`src/rtl/crtc_scan_addr_pkg.sv`:
```
package crtc_scan_addr_pkg;
    // Pel value that shifts no pixel in any mode once its bit 3 is dropped
    localparam logic [3:0] PEL_NEUTRAL = 4'd8;
    localparam int CMP_W = 10;

    // Rows that step the address: (row & m) == m, m = mode ^ 3
    function automatic logic row_steps(input logic [1:0] row, input logic [1:0] mode);
        logic [1:0] m;
        m = mode ^ 2'b11;
        return (row & m) == m;
    endfunction
endpackage

```
`src/rtl/crtc_scan_cfg.sv`:
```
module crtc_scan_cfg
    import crtc_scan_addr_pkg::*;
#(
    parameter int ADDR_W = 18
) (
    input  logic [7:0]        start_hi,
    input  logic [7:0]        start_lo,
    input  logic [7:0]        offset_reg,
    input  logic [7:0]        lcmp_lo,
    input  logic [7:0]        overflow_reg,
    input  logic [7:0]        maxscan_reg,
    output logic [ADDR_W-1:0] start_byte,
    output logic [ADDR_W-1:0] line_step,
    output logic [CMP_W-1:0]  cmp_line
);
    logic [17:0] start_raw;
    logic [10:0] step_raw;

    always_comb begin
        start_raw  = {start_hi, start_lo, 2'b00};
        step_raw   = {offset_reg, 3'b000};
        start_byte = ADDR_W'(start_raw);
        line_step  = ADDR_W'(step_raw);
        cmp_line   = {maxscan_reg[6], overflow_reg[4], lcmp_lo};
    end
endmodule

```
`src/rtl/crtc_scan_pel.sv`:
```
module crtc_scan_pel (
    input  logic [3:0] pel_q,
    input  logic       depth_le8,
    output logic [2:0] pel_shift
);
    always_comb begin
        pel_shift = depth_le8 ? pel_q[2:0] : 3'd0;
    end
endmodule

```
`src/rtl/crtc_scan_addr.sv`:
```
module crtc_scan_addr
    import crtc_scan_addr_pkg::*;
#(
    parameter int ADDR_W = 18,
    parameter int REP_W  = 5,
    parameter int LINE_W = 11
) (
    input  logic              clk,
    input  logic              rst_n,
    input  logic              sof,
    input  logic              line_adv,
    input  logic [7:0]        start_hi,
    input  logic [7:0]        start_lo,
    input  logic [7:0]        offset_reg,
    input  logic [7:0]        lcmp_lo,
    input  logic [7:0]        overflow_reg,
    input  logic [7:0]        maxscan_reg,
    input  logic [1:0]        crtc_mode,
    input  logic [REP_W-1:0]  scan_repeat,
    input  logic [3:0]        pel_reg,
    input  logic              pan_split_en,
    input  logic              depth_le8,
    output logic [ADDR_W-1:0] line_addr,
    output logic [2:0]        pel_shift,
    output logic              split_active
);
    localparam int ROW_W = 2;
    localparam logic [LINE_W-1:0] LINE_MAX = '1;

    typedef struct packed {
        logic [ADDR_W-1:0] addr;
        logic [ROW_W-1:0]  row;
        logic [REP_W-1:0]  rep;
        logic [LINE_W-1:0] line;
        logic [3:0]        pel;
        logic              split;
    } scan_state_t;

    scan_state_t s_d, s_q;

    logic [ADDR_W-1:0] start_byte;
    logic [ADDR_W-1:0] line_step;
    logic [CMP_W-1:0]  cmp_line;

    crtc_scan_cfg #(.ADDR_W(ADDR_W)) cfg_i (
        .start_hi     (start_hi),
        .start_lo     (start_lo),
        .offset_reg   (offset_reg),
        .lcmp_lo      (lcmp_lo),
        .overflow_reg (overflow_reg),
        .maxscan_reg  (maxscan_reg),
        .start_byte   (start_byte),
        .line_step    (line_step),
        .cmp_line     (cmp_line)
    );

    crtc_scan_pel pel_i (
        .pel_q     (s_q.pel),
        .depth_le8 (depth_le8),
        .pel_shift (pel_shift)
    );

    always_comb begin
        s_d = s_q;
        if (sof) begin
            s_d.addr  = start_byte;
            s_d.row   = '0;
            s_d.rep   = scan_repeat;
            s_d.line  = '0;
            s_d.pel   = pel_reg;
            s_d.split = 1'b0;
        end else if (line_adv) begin
            // row bookkeeping: last repeat of a row closes it
            if (s_q.rep == '0) begin
                if (row_steps(s_q.row, crtc_mode)) begin
                    s_d.addr = s_q.addr + line_step;
                end
                s_d.row = s_q.row + 1'b1;
                s_d.rep = scan_repeat;
            end else begin
                s_d.rep = s_q.rep - 1'b1;
            end
            // split compare overrides the row step
            if (s_q.line == LINE_W'(cmp_line)) begin
                s_d.addr  = '0;
                s_d.split = 1'b1;
                if (pan_split_en) begin
                    s_d.pel = PEL_NEUTRAL;
                end
            end
            if (s_q.line != LINE_MAX) begin
                s_d.line = s_q.line + 1'b1;
            end
        end
    end

    always_ff @(posedge clk or negedge rst_n) begin
        if (!rst_n) begin
            s_q <= '0;
        end else begin
            s_q <= s_d;
        end
    end

    assign line_addr    = s_q.addr;
    assign split_active = s_q.split;
endmodule

```
`config.mk`:
```
export PLATFORM = sky130hd
export DESIGN_NAME = crtc_scan_addr
export DESIGN_NICKNAME = d
export VERILOG_FILES = /design/src/rtl/crtc_scan_addr_pkg.sv /design/src/rtl/crtc_scan_cfg.sv /design/src/rtl/crtc_scan_pel.sv /design/src/rtl/crtc_scan_addr.sv
export SDC_FILE = /design/constraint.sdc
export NUM_CORES = 1
export LEC_CHECK = 0
export BUFFER_PORTS_ARGS = -buffer_cell sky130_fd_sc_hd__clkbuf_2
export CORE_ASPECT_RATIO = 2
export CORE_MARGIN = 4
export CORE_UTILIZATION = 51
export CTS_BUF_LIST = sky130_fd_sc_hd__clkbuf_8
export CTS_CLUSTER_SIZE = 14
export DETAILED_ROUTE_END_ITERATION = 7
export MAX_ROUTING_LAYER = met4
export PLACE_DENSITY = 0.8
export SKIP_LAST_GASP = 1
export SYNTH_ARGS = -nofsm -noshare
export SYNTH_HDL_FRONTEND = slang
export SYNTH_SLANG_ARGS = --single-unit
export TNS_END_PERCENT = 1
```
`constraint.sdc`:
```
create_clock -name clk -period 6.11 [get_ports clk]
set_input_delay 0 -clock clk [delete_from_list [all_inputs] [get_ports clk]]
set_output_delay 0 -clock clk [all_outputs]
set_load 0.02 [all_outputs]
```
==> results.json, run 1 <==
{
  "status": "completed",
  "hold_ws_ns": 0.009509,
  "rrSetupSlack_ns": 3.70,
  "total_leakage_power_nw": 1.506,
  "comb_power_share_pct": 37.5,
  "clock_latency_ns": 0.29,
  "clock_power_share_pct": 22.4,
  "dieArea_mm2": 0.006711,
  "wl_mm": 6.646,
  "rsz0062_at_grt": "no",
  "synth_area_leaders": "dfrtp_1 35%, xor2_1 5.1%, ha_1 5.0%",
  "clk_pin_slew_ns": 0.08,
  "ioPinCount": 87,
  "die_w_um": 59.96,
  "synth_edf_count": 0,
  "first_global_vias": 2549,
  "peakVddDrop_mv": 0.2096,
  "power_density_mw_per_mm2": 238.7,
  "place_inst": 397,
  "cts.sinks": 38,
  "gp_congestion": 0.9691,
  "end_kind": "flip-flop",
  "drt_iter0_drc": 97,
  "switching_share_pct": 36.40,
  "h-tree-depth": 2,
  "grt.total_usage_pct": 22.05,
  "drt.antenna.violating_nets": 0,
  "period_share_pct": 39.44,
  "setup_violations": 0,
  "dp_hpwl_mm": 4.836,
  "intPower_mw": 0.4951,
  "min_path_cells": 3,
  "period_minus_slack_ns": 2.410,
  "crit_fanout": 4,
  "via_count": 2449,
  "max_freq_ghz": 0.4149,
  "drive_gt1_share_pct": 25.00,
  "cp_data_required_time_ns": 6.29,
  "start_kind": "flip-flop",
  "numCtsBuffers": 5,
  "synth_cells": 300,
  "cp.arrival_ns": 2.59,
  "port_buffers": 69,
  "nets": 442,
  "synth_cell_types": 56,
  "rows": 37,
  "die_h_um": 111.9,
  "final_common_cell": "clkbuf_2",
  "syn_area_per_cell_um2": 9.180,
  "wl_per_cell_um": 15.75,
  "max_slew.worst_pin.slew_ns": 0.9762,
  "dr.pass1.iters": 5,
  "grt_overflow_total": 0,
  "yosys.area.top_type": "dfrtp_1",
  "p_seq_share_pct": 40.1,
  "synth-seq-area-share_pct": 34.53,
  "synth_seq_cells": 38,
  "skew_ns": 0.008000,
  "r2r_cells": 7,
  "yosys_warnings": 0,
  "grt_max_degree": 52,
  "cts.path.max_buffers": 2,
  "r2r-start": "line_addr[3]",
  "hold_class": "in -> reg",
  "cts_tree": "done",
  "setup_tns_ns": 0,
  "drcViolationCount": 0,
  "synthArstFlopShare_pct": 100.0,
  "drv_cap": 0,
  "core_area_mm2": 0.005185,
  "via_per_inst": 5.803,
  "root_buffer": "clkbuf_8",
  "area_delta_synth_final_pct": 18.40,
  "hold_viol": 0,
  "rr_endpoint": "line_addr[11]",
  "synth_ff_type": "dfrtp_1",
  "relSlewSlack_pct": 34.92,
  "hold_path_end": "line_addr[5]",
  "initial_core_util_pct": 53.11,
  "path_class": "reg -> reg",
  "final_cell_count_no_fill": 422,
  "drv_slew": 0,
  "synth.top_cell.area_share_pct": 34.53,
  "final_cell_mix": "69 x clkbuf_2, 38 x dfrtp_1, 24 x nand2_1, 19 x dlygate4sd3_1",
  "hp-start": "start_lo[3]",
  "p_sw_mw": 0.2834,
  "antenna_found_initial": 0,
  "synth.cell_area_mm2": 0.002754,
  "antenna_cells": 0,
  "cts_setup_buffers": 0,
  "grt_pass1_wl_mm": 11.24
}
[logic make-up after synthesis]
logic type                 Yosys count  synth area share [%]
muxes                                4                 1.545
adders and majority gates           12                 5.725
AOI/OAI and AO/OA                   90                 24.13
DFF                                 38                 34.53
buffers and inverters               45                 8.860
xor gates and xnor gates            24                 7.633
and+or+nand+nor                     86                 17.45
other                                1                0.1362
[what timing repair did]
action / CTS / global route
hold buffers: 19 / 0
gates resized for setup: 0 / 0
endpoints found under the hold margin: 56 / 0
setup endpoints to repair: 0 / 0
[synth_stat cells, drive strengths merged, types with 2 or more instances]
cell      n
a21o      7
mux2i     2
o31ai     4
a2111oi   2
nand4     4
a22o      3
o21ai     8
o22a      4
a31oi     7
nand2    24
o22ai     2
xor2     16
a41oi     2
inv      13
a2bb2oi   2
a211oi    6
nand2b    3
clkbuf    5
or3       8
dfrtp    38
or2       2
a21oi    17
o211ai   10
nor2     17
nor4b     2
a22oi     5
xnor2     8
nor3      5
nand3     6
buf      27
and3      2
and2      5
or4b      2
o311ai    2
ha       11
mux2      2
nor4      5
[routing by layer]
metal / share of wire, % / GRT usage [%] / wire length, µm
met5: 0 / - / 0
met4: 2.3 / 9.467 / 155
met3: 4.0 / 2.784 / 269
met2: 57 / 39.81 / 3770
met1: 37 / 22.44 / 2451
[area by class of cell]
type                       count  area (µm²)
timing repair buffer          89       543.0
clock buffer                   6       82.58
tap                           58       72.57
multi-input combinational    218        1563
inverter                      13       48.80
sequential                    38       950.9
fill                         468        1924
[flip-flops by register name (all words and copies together) (netlist names)]
register      count
split_active      1
line_addr        16
s_q              21
[how the worst max path moves through the flow]
stage	start	to	slack, ns	depth (start not counted)
5_1_grt	line_addr[3]	line_addr[11]	3.60	7
3_3_place_gp	line_addr[3]	line_addr[11]	3.72	7
2_1_floorplan	line_addr[3]	line_addr[11]	4.01	7
4_1_cts	line_addr[3]	line_addr[11]	3.69	7
3_5_place_dp	line_addr[3]	line_addr[11]	3.71	7
6_report	line_addr[3]	line_addr[11]	3.70	7
[power groups by stage]
| stage | combinational (mW) | sequential, mW | clock, mW |
|---|---|---|---|
| finish | 0.292 | 0.312 | 0.174 |
| global route | 0.325 | 0.317 | 0.190 |
| CTS | 0.292 | 0.313 | 0.181 |
| detailed placement | 0.282 | 0.318 | 0 |
| global placement | 0.275 | 0.316 | 0 |
| floorplan | 0.240 | 0.306 | 0 |
[through the flow]
step / power [mW] / setup slack (ns) / utilization, % / instance area [µm²]
6_report: 0.7785 / 3.700 / 62.89 / 3261
5_1_grt: 0.8319 / 3.597 / 62.89 / 3261
4_1_cts: 0.7858 / 3.688 / 62.89 / 3261
3_5_place_dp: 0.5997 / 3.709 / 57.63 / 2988
3_3_place_gp: 0.5900 / 3.718 / 57.63 / 2988
2_1_floorplan: 0.5461 / 4.015 / - / 2758
[worst max-delay path: stages, from the launching register on]
cell and delay [ns]:
dfrtp_1 0.40, ha_1 0.23, fa_1 0.41, a21o_1 0.22, a311oi_1 0.47, or2_2 0.23, nor4b_1 0.05, a221o_1 0.28
Note: power is estimated with default switching activity, not from simulation.
==> inputs of run 2 (changes only) <==
--- a/config.mk
+++ b/config.mk
@@ -8,12 +8,12 @@
 export BUFFER_PORTS_ARGS = -buffer_cell sky130_fd_sc_hd__clkbuf_2
 export CORE_ASPECT_RATIO = 2
 export CORE_MARGIN = 4
-export CORE_UTILIZATION = 51
+export CORE_UTILIZATION = 48
 export CTS_BUF_LIST = sky130_fd_sc_hd__clkbuf_8
 export CTS_CLUSTER_SIZE = 14
 export DETAILED_ROUTE_END_ITERATION = 7
 export MAX_ROUTING_LAYER = met4
-export PLACE_DENSITY = 0.8
+export PLACE_DENSITY = 0.79
 export SKIP_LAST_GASP = 1
 export SYNTH_ARGS = -nofsm -noshare
 export SYNTH_HDL_FRONTEND = slang
==> constraint.sdc (replaced) <==
create_clock -name clk -period 1.95 [get_ports clk]
set_input_delay 0 -clock clk [delete_from_list [all_inputs] [get_ports clk]]
set_output_delay 0 -clock clk [all_outputs]
set_load 0.02 [all_outputs]
==> run 2 against run 1 <==
Effect of this change:
- the flow now finishes with violations (setup timing)
- critical path depth unchanged
- power increased to 3.9 times the previous value
- design area grew 17%
- global-route usage rose by 1.3 points
- setup slack worse by 3.8 ns
- first-iteration DRC count grew 64%
- flip-flop and latch count stayed put
- die area grew 5.6%
- register-to-register slack got worse by 3.8 ns
- core utilization grew 6.1 points
- clock skew down 0.0030 ns
- combinational power rose to 4.1 times the previous value
- largest cell class unchanged
==> results.json, run 2 (synthesis results as in run 1) <==
{
  "via_per_inst": 5.608,
  "cts.path.max_buffers": 2,
  "dr.pass1.iters": 4,
  "relSlewSlack_pct": 63.31,
  "total_leakage_power_nw": 1.839,
  "end_kind": "flip-flop",
  "hold_path_end": "line_addr[10]",
  "cp.arrival_ns": 2.27,
  "h-tree-depth": 2,
  "first_global_vias": 2755,
  "drt_iter0_drc": 159,
  "fin_ws_ns": -0.1415,
  "r2r_cells": 7,
  "rows": 38,
  "numCtsBuffers": 5,
  "rsz0062_at_grt": "yes",
  "peakVddDrop_mv": 0.7033,
  "clock_latency_ns": 0.29,
  "clk_pin_slew_ns": 0.08,
  "cp_data_required_time_ns": 2.13,
  "min_path_cells": 3,
  "drv_slew": 0,
  "dp_hpwl_mm": 5.704,
  "core_area_mm2": 0.005515,
  "switching_share_pct": 32.98,
  "path_class": "reg -> reg",
  "fill_cells": 461,
  "area_delta_synth_final_pct": 38.07,
  "initial_core_util_pct": 49.93,
  "drive_gt1_share_pct": 36.94,
  "hp-start": "start_hi[0]",
  "antenna_cells": 0,
  "gp_congestion": 0.9562,
  "p_seq_share_pct": 32.1,
  "max_freq_ghz": 0.4781,
  "final_common_cell": "clkbuf_2",
  "antenna_found_initial": 0,
  "hold_viol": 0,
  "cts.sinks": 38,
  "skew_ns": 0.004986,
  "drcViolationCount": 0,
  "grt_overflow_total": 0,
  "start_kind": "flip-flop",
  "largest_reg_flops": 21,
  "status": "finished with violations",
  "wl_per_cell_um": 15.87,
  "ioPinCount": 87,
  "cts_tree": "done",
  "period_share_pct": 107.3,
  "r2r-start": "line_addr[3]",
  "setup_violations": 14,
  "final_util_pct": 68.94,
  "comb_power_share_pct": 39.8,
  "multi_input_comb_area_mm2": 0.001587,
  "die_h_um": 115.1,
  "violations": "setup timing",
  "power_density_mw_per_mm2": 788.3,
  "intPower_mw": 2.009,
  "rrSetupSlack_ns": -0.14,
  "die_w_um": 61.56,
  "max_slew.worst_pin.slew_ns": 0.5365,
  "crit_fanout": 3,
  "final_cell_mix": "69 x clkbuf_2, 59 x buf_4, 38 x dfrtp_1, 24 x nand2_1, 19 x dlygate4sd3_1",
  "grt_pass1_wl_mm": 12.31,
  "via_count": 2720,
  "nets": 501,
  "rr_endpoint": "line_addr[11]",
  "crit_path_start": "line_addr[3]",
  "p_sw_mw": 0.9885,
  "grt_max_degree": 50,
  "root_buffer": "clkbuf_8",
  "power.total_mw": 2.997,
  "drt.antenna.violating_nets": 0,
  "largest_register": "s_q",
  "port_buffers": 69,
  "drv_cap": 0,
  "period_minus_slack_ns": 2.091,
  "clock_power_share_pct": 28.1,
  "dieArea_mm2": 0.007087,
  "wl_mm": 7.698,
  "regArea_um2": 950.9,
  "grt.total_usage_pct": 23.36,
  "setup_tns_ns": -0.8837,
  "hold_class": "in -> reg"
}
## run 2: power by group through the flow
| stage | sequential [mW] | clock (mW) | combinational (mW) |
|---|---|---|---|
| floorplan | 0.960 | 0 | 0.768 |
| global placement | 0.970 | 0 | 1.09 |
| detailed placement | 0.976 | 0 | 1.12 |
| CTS | 0.961 | 0.859 | 1.17 |
| global route | 0.975 | 0.892 | 1.31 |
| finish | 0.964 | 0.841 | 1.19 |
## run 2: what timing repair did
action                                  CTS  global route
endpoints found under the setup margin   16            29
buffers inserted                          2             4
cloned                                    0             0
hold buffers                             19             0
pin swaps                                 6             0
gates resized for setup                   1             2
hold endpoints to repair                 56             0
## run 2: how the worst max path moves through the flow
stage	endpoint	slack, ns
floorplan	line_addr[13]	-0.05
global placement	line_addr[11]	-0.14
detailed placement	line_addr[11]	-0.19
CTS	line_addr[11]	-0.18
global route	line_addr[15]	-0.26
finish	line_addr[11]	-0.14
## run 2: cell type report
class / instances / share of cell area [%]
clock buffer: 6 / 2.172
clock inverter: 2 / 1.579
sequential: 38 / 25.01
tap: 60 / 1.974
inverter: 13 / 1.283
timing repair buffer: 148 / 26.26
multi-input combinational: 218 / 41.72
## run 2: worst max-delay path, stage by stage (launching register included)
cell and delay (ns):
dfrtp_1 0.39, ha_2 0.19, fa_2 0.35, a21o_1 0.22, a311oi_2 0.33, or2_4 0.19
nor4b_2 0.04, a221o_1 0.27
## run 2: layer usage
layer | global-route usage, % | routed length [µm] | vias up
met5 | - | 0 | -
met3 | 2.022 | 240 | 14
met4 | 8.215 | 156 | 0
met1 | 25.04 | 2785 | 1309
li1 | - | - | 1329
met2 | 42.48 | 4516 | 68
## run 2: per-stage QoR
stage / setup WS [ns] / cells / instance area, µm² / hold slack (ns)
6_report: -0.1415 / 485 / 3802 / 0.002825
4_1_cts: -0.1827 / 481 / 3756 / 0.003233
3_3_place_gp: -0.1367 / 452 / 3402 / -0.08386
3_5_place_dp: -0.1859 / 452 / 3402 / -0.08347
5_1_grt: -0.2572 / 485 / 3802 / 0.02920
2_1_floorplan: -0.04899 / 301 / 2771 / -0.2956
==> inputs of run 3 (changes only) <==
==> constraint.sdc (replaced) <==
create_clock -name clk -period 1.95 [get_ports clk]
set_input_delay 0.4875 -clock clk [delete_from_list [all_inputs] [get_ports clk]]
set_output_delay 0.4875 -clock clk [all_outputs]
set_load 0.02 [all_outputs]
==> run 3 against run 2 <==
Effect of this change:
- the flow still finishes with violations (setup timing)
- via count down 3.5%
- global-route usage down 0.28 points
- setup slack worse by 0.046 ns
- sequential share of layout area up 1.6 points
- die area unchanged
- power down 11%
==> results.json, run 3 (synthesis results as in run 1) <==
{
  "via_count": 2625,
  "first_global_vias": 2742,
  "die_w_um": 61.56,
  "period_minus_slack_ns": 2.138,
  "cp_data_required_time_ns": 2.13,
  "antenna_cells": 0,
  "rr_endpoint": "line_addr[11]",
  "antenna_found_initial": 0,
  "numCtsBuffers": 5,
  "drcViolationCount": 0,
  "cts.path.max_buffers": 2,
  "root_buffer": "clkbuf_8",
  "nets": 482,
  "hold_viol": 0,
  "pre_cts_ws_ns": -0.3597,
  "max_slew.worst_pin.slew_ns": 0.6171,
  "start_kind": "flip-flop",
  "r2r_cells": 7,
  "grt_overflow_total": 0,
  "dr.pass1.iters": 4,
  "total_leakage_power_nw": 1.730,
  "clk_pin_slew_ns": 0.08,
  "power_density_mw_per_mm2": 746.3,
  "rrSetupSlack_ns": -0.19,
  "port_buffers": 69,
  "drv_cap": 0,
  "drive_gt1_share_pct": 38.37,
  "h-tree-depth": 2,
  "largest_register": "s_q",
  "drv_slew": 0,
  "wl_per_cell_um": 15.83,
  "rows": 38,
  "cts_hold_buf": 0,
  "ioPinCount": 87,
  "end_kind": "flip-flop",
  "intPower_mw": 1.715,
  "comb_power_share_pct": 43.2,
  "cts_tree": "done",
  "regArea_um2": 950.9,
  "r2r-start": "line_addr[3]",
  "hold_class": "in -> async",
  "grt.total_usage_pct": 23.09,
  "die_h_um": 115.1,
  "violations": "setup timing",
  "final_cell_count_no_fill": 464,
  "initial_core_util_pct": 49.93,
  "peakVddDrop_mv": 0.7329,
  "max_freq_ghz": 0.4678,
  "p_sw_mw": 0.9552,
  "clock_latency_ns": 0.30,
  "crit_fanout": 3,
  "dp_hpwl_mm": 5.933,
  "relSlewSlack_pct": 57.80,
  "rsz0062_at_grt": "yes",
  "period_share_pct": 109.6,
  "via_per_inst": 5.657,
  "gp_congestion": 0.8877,
  "wl_mm": 7.344,
  "drt_iter0_drc": 51,
  "drt.antenna.violating_nets": 0,
  "core_area_mm2": 0.005515,
  "cts.sinks": 38,
  "switching_share_pct": 35.77,
  "largest_reg_flops": 21,
  "p_seq_share_pct": 36.2,
  "clock_power_share_pct": 20.6,
  "final_cell_mix": "69 x clkbuf_2, 59 x buf_4, 38 x dfrtp_1, 24 x nand2_1",
  "dieArea_mm2": 0.007087,
  "path_class": "reg -> reg",
  "final_common_cell": "clkbuf_2",
  "grt_pass1_wl_mm": 12.02,
  "fin_ws_ns": -0.1875,
  "status": "finished with violations",
  "grt_max_degree": 50,
  "fill_cells": 482,
  "cp.arrival_ns": 2.32,
  "setup_violations": 13,
  "skew_ns": 0.01089,
  "place_inst": 458,
  "area_delta_synth_final_pct": 29.94,
  "multi_input_comb_area_mm2": 0.001613
}
## run 3: repair_timing
item | 4_1_cts | 5_1_grt
setup buffers | 0 | 0
endpoints found under the setup margin | 12 | 23
gates resized for setup | 0 | 1
pin swaps | 0 | 0
## run 3: final cells by class
class	instances	share of cell area [%]
clock buffers	6	2.308
well taps	60	2.098
inverters	13	1.364
flip-flops and latches	38	26.57
repair buffers	129	22.59
multi-input cells	218	45.07
## run 3: power by group through the flow
stage	Clock, mW	Sequential [mW]	Combinational (mW)
finish	0.551	0.966	1.15
global route	0.595	0.979	1.27
CTS	0.571	0.966	1.16
detailed placement	0	0.982	1.15
global placement	0	0.974	1.12
floorplan	0	0.966	0.787
## run 3: worst max-delay path by stage
stage / startpoint / to / cells past startpoint
after CTS: line_addr[3] / line_addr[11] / 7
after global routing: line_addr[3] / line_addr[15] / 7
after global placement: offset_reg[0] / line_addr[11] / 8
after detailed placement: offset_reg[0] / line_addr[13] / 8
final: line_addr[3] / line_addr[11] / 7
after floorplan: offset_reg[0] / line_addr[13] / 7
## run 3: metal layers
metal	track usage [%]	part of all wire, %
met5	-	0
met4	10.91	2.8
met3	3.820	4.0
met2	42.76	59
met1	21.41	34
## run 3: critical path, stage by stage (launching register included)
cell	delay (ns)
dfrtp_1	0.41
ha_4	0.18
fa_2	0.39
a21o_1	0.20
a311oi_2	0.33
or2_4	0.19
nor4b_1	0.04
a221o_1	0.27
## run 3: through the flow
stage          instance area [µm²]  power [mW]  setup TNS, ns  util (%)  hold slack (ns)
2_1_floorplan                 2806       1.753        -0.2748         -           0.1919
3_3_place_gp                  3495       2.090         -3.019     63.36           0.4718
3_5_place_dp                  3495       2.135         -3.661     63.36           0.4748
4_1_cts                       3577       2.701        -0.9812     64.86           0.1531
5_1_grt                       3578       2.846         -2.850     64.88           0.1709
6_report                      3578       2.671        -0.8688     64.88           0.1423
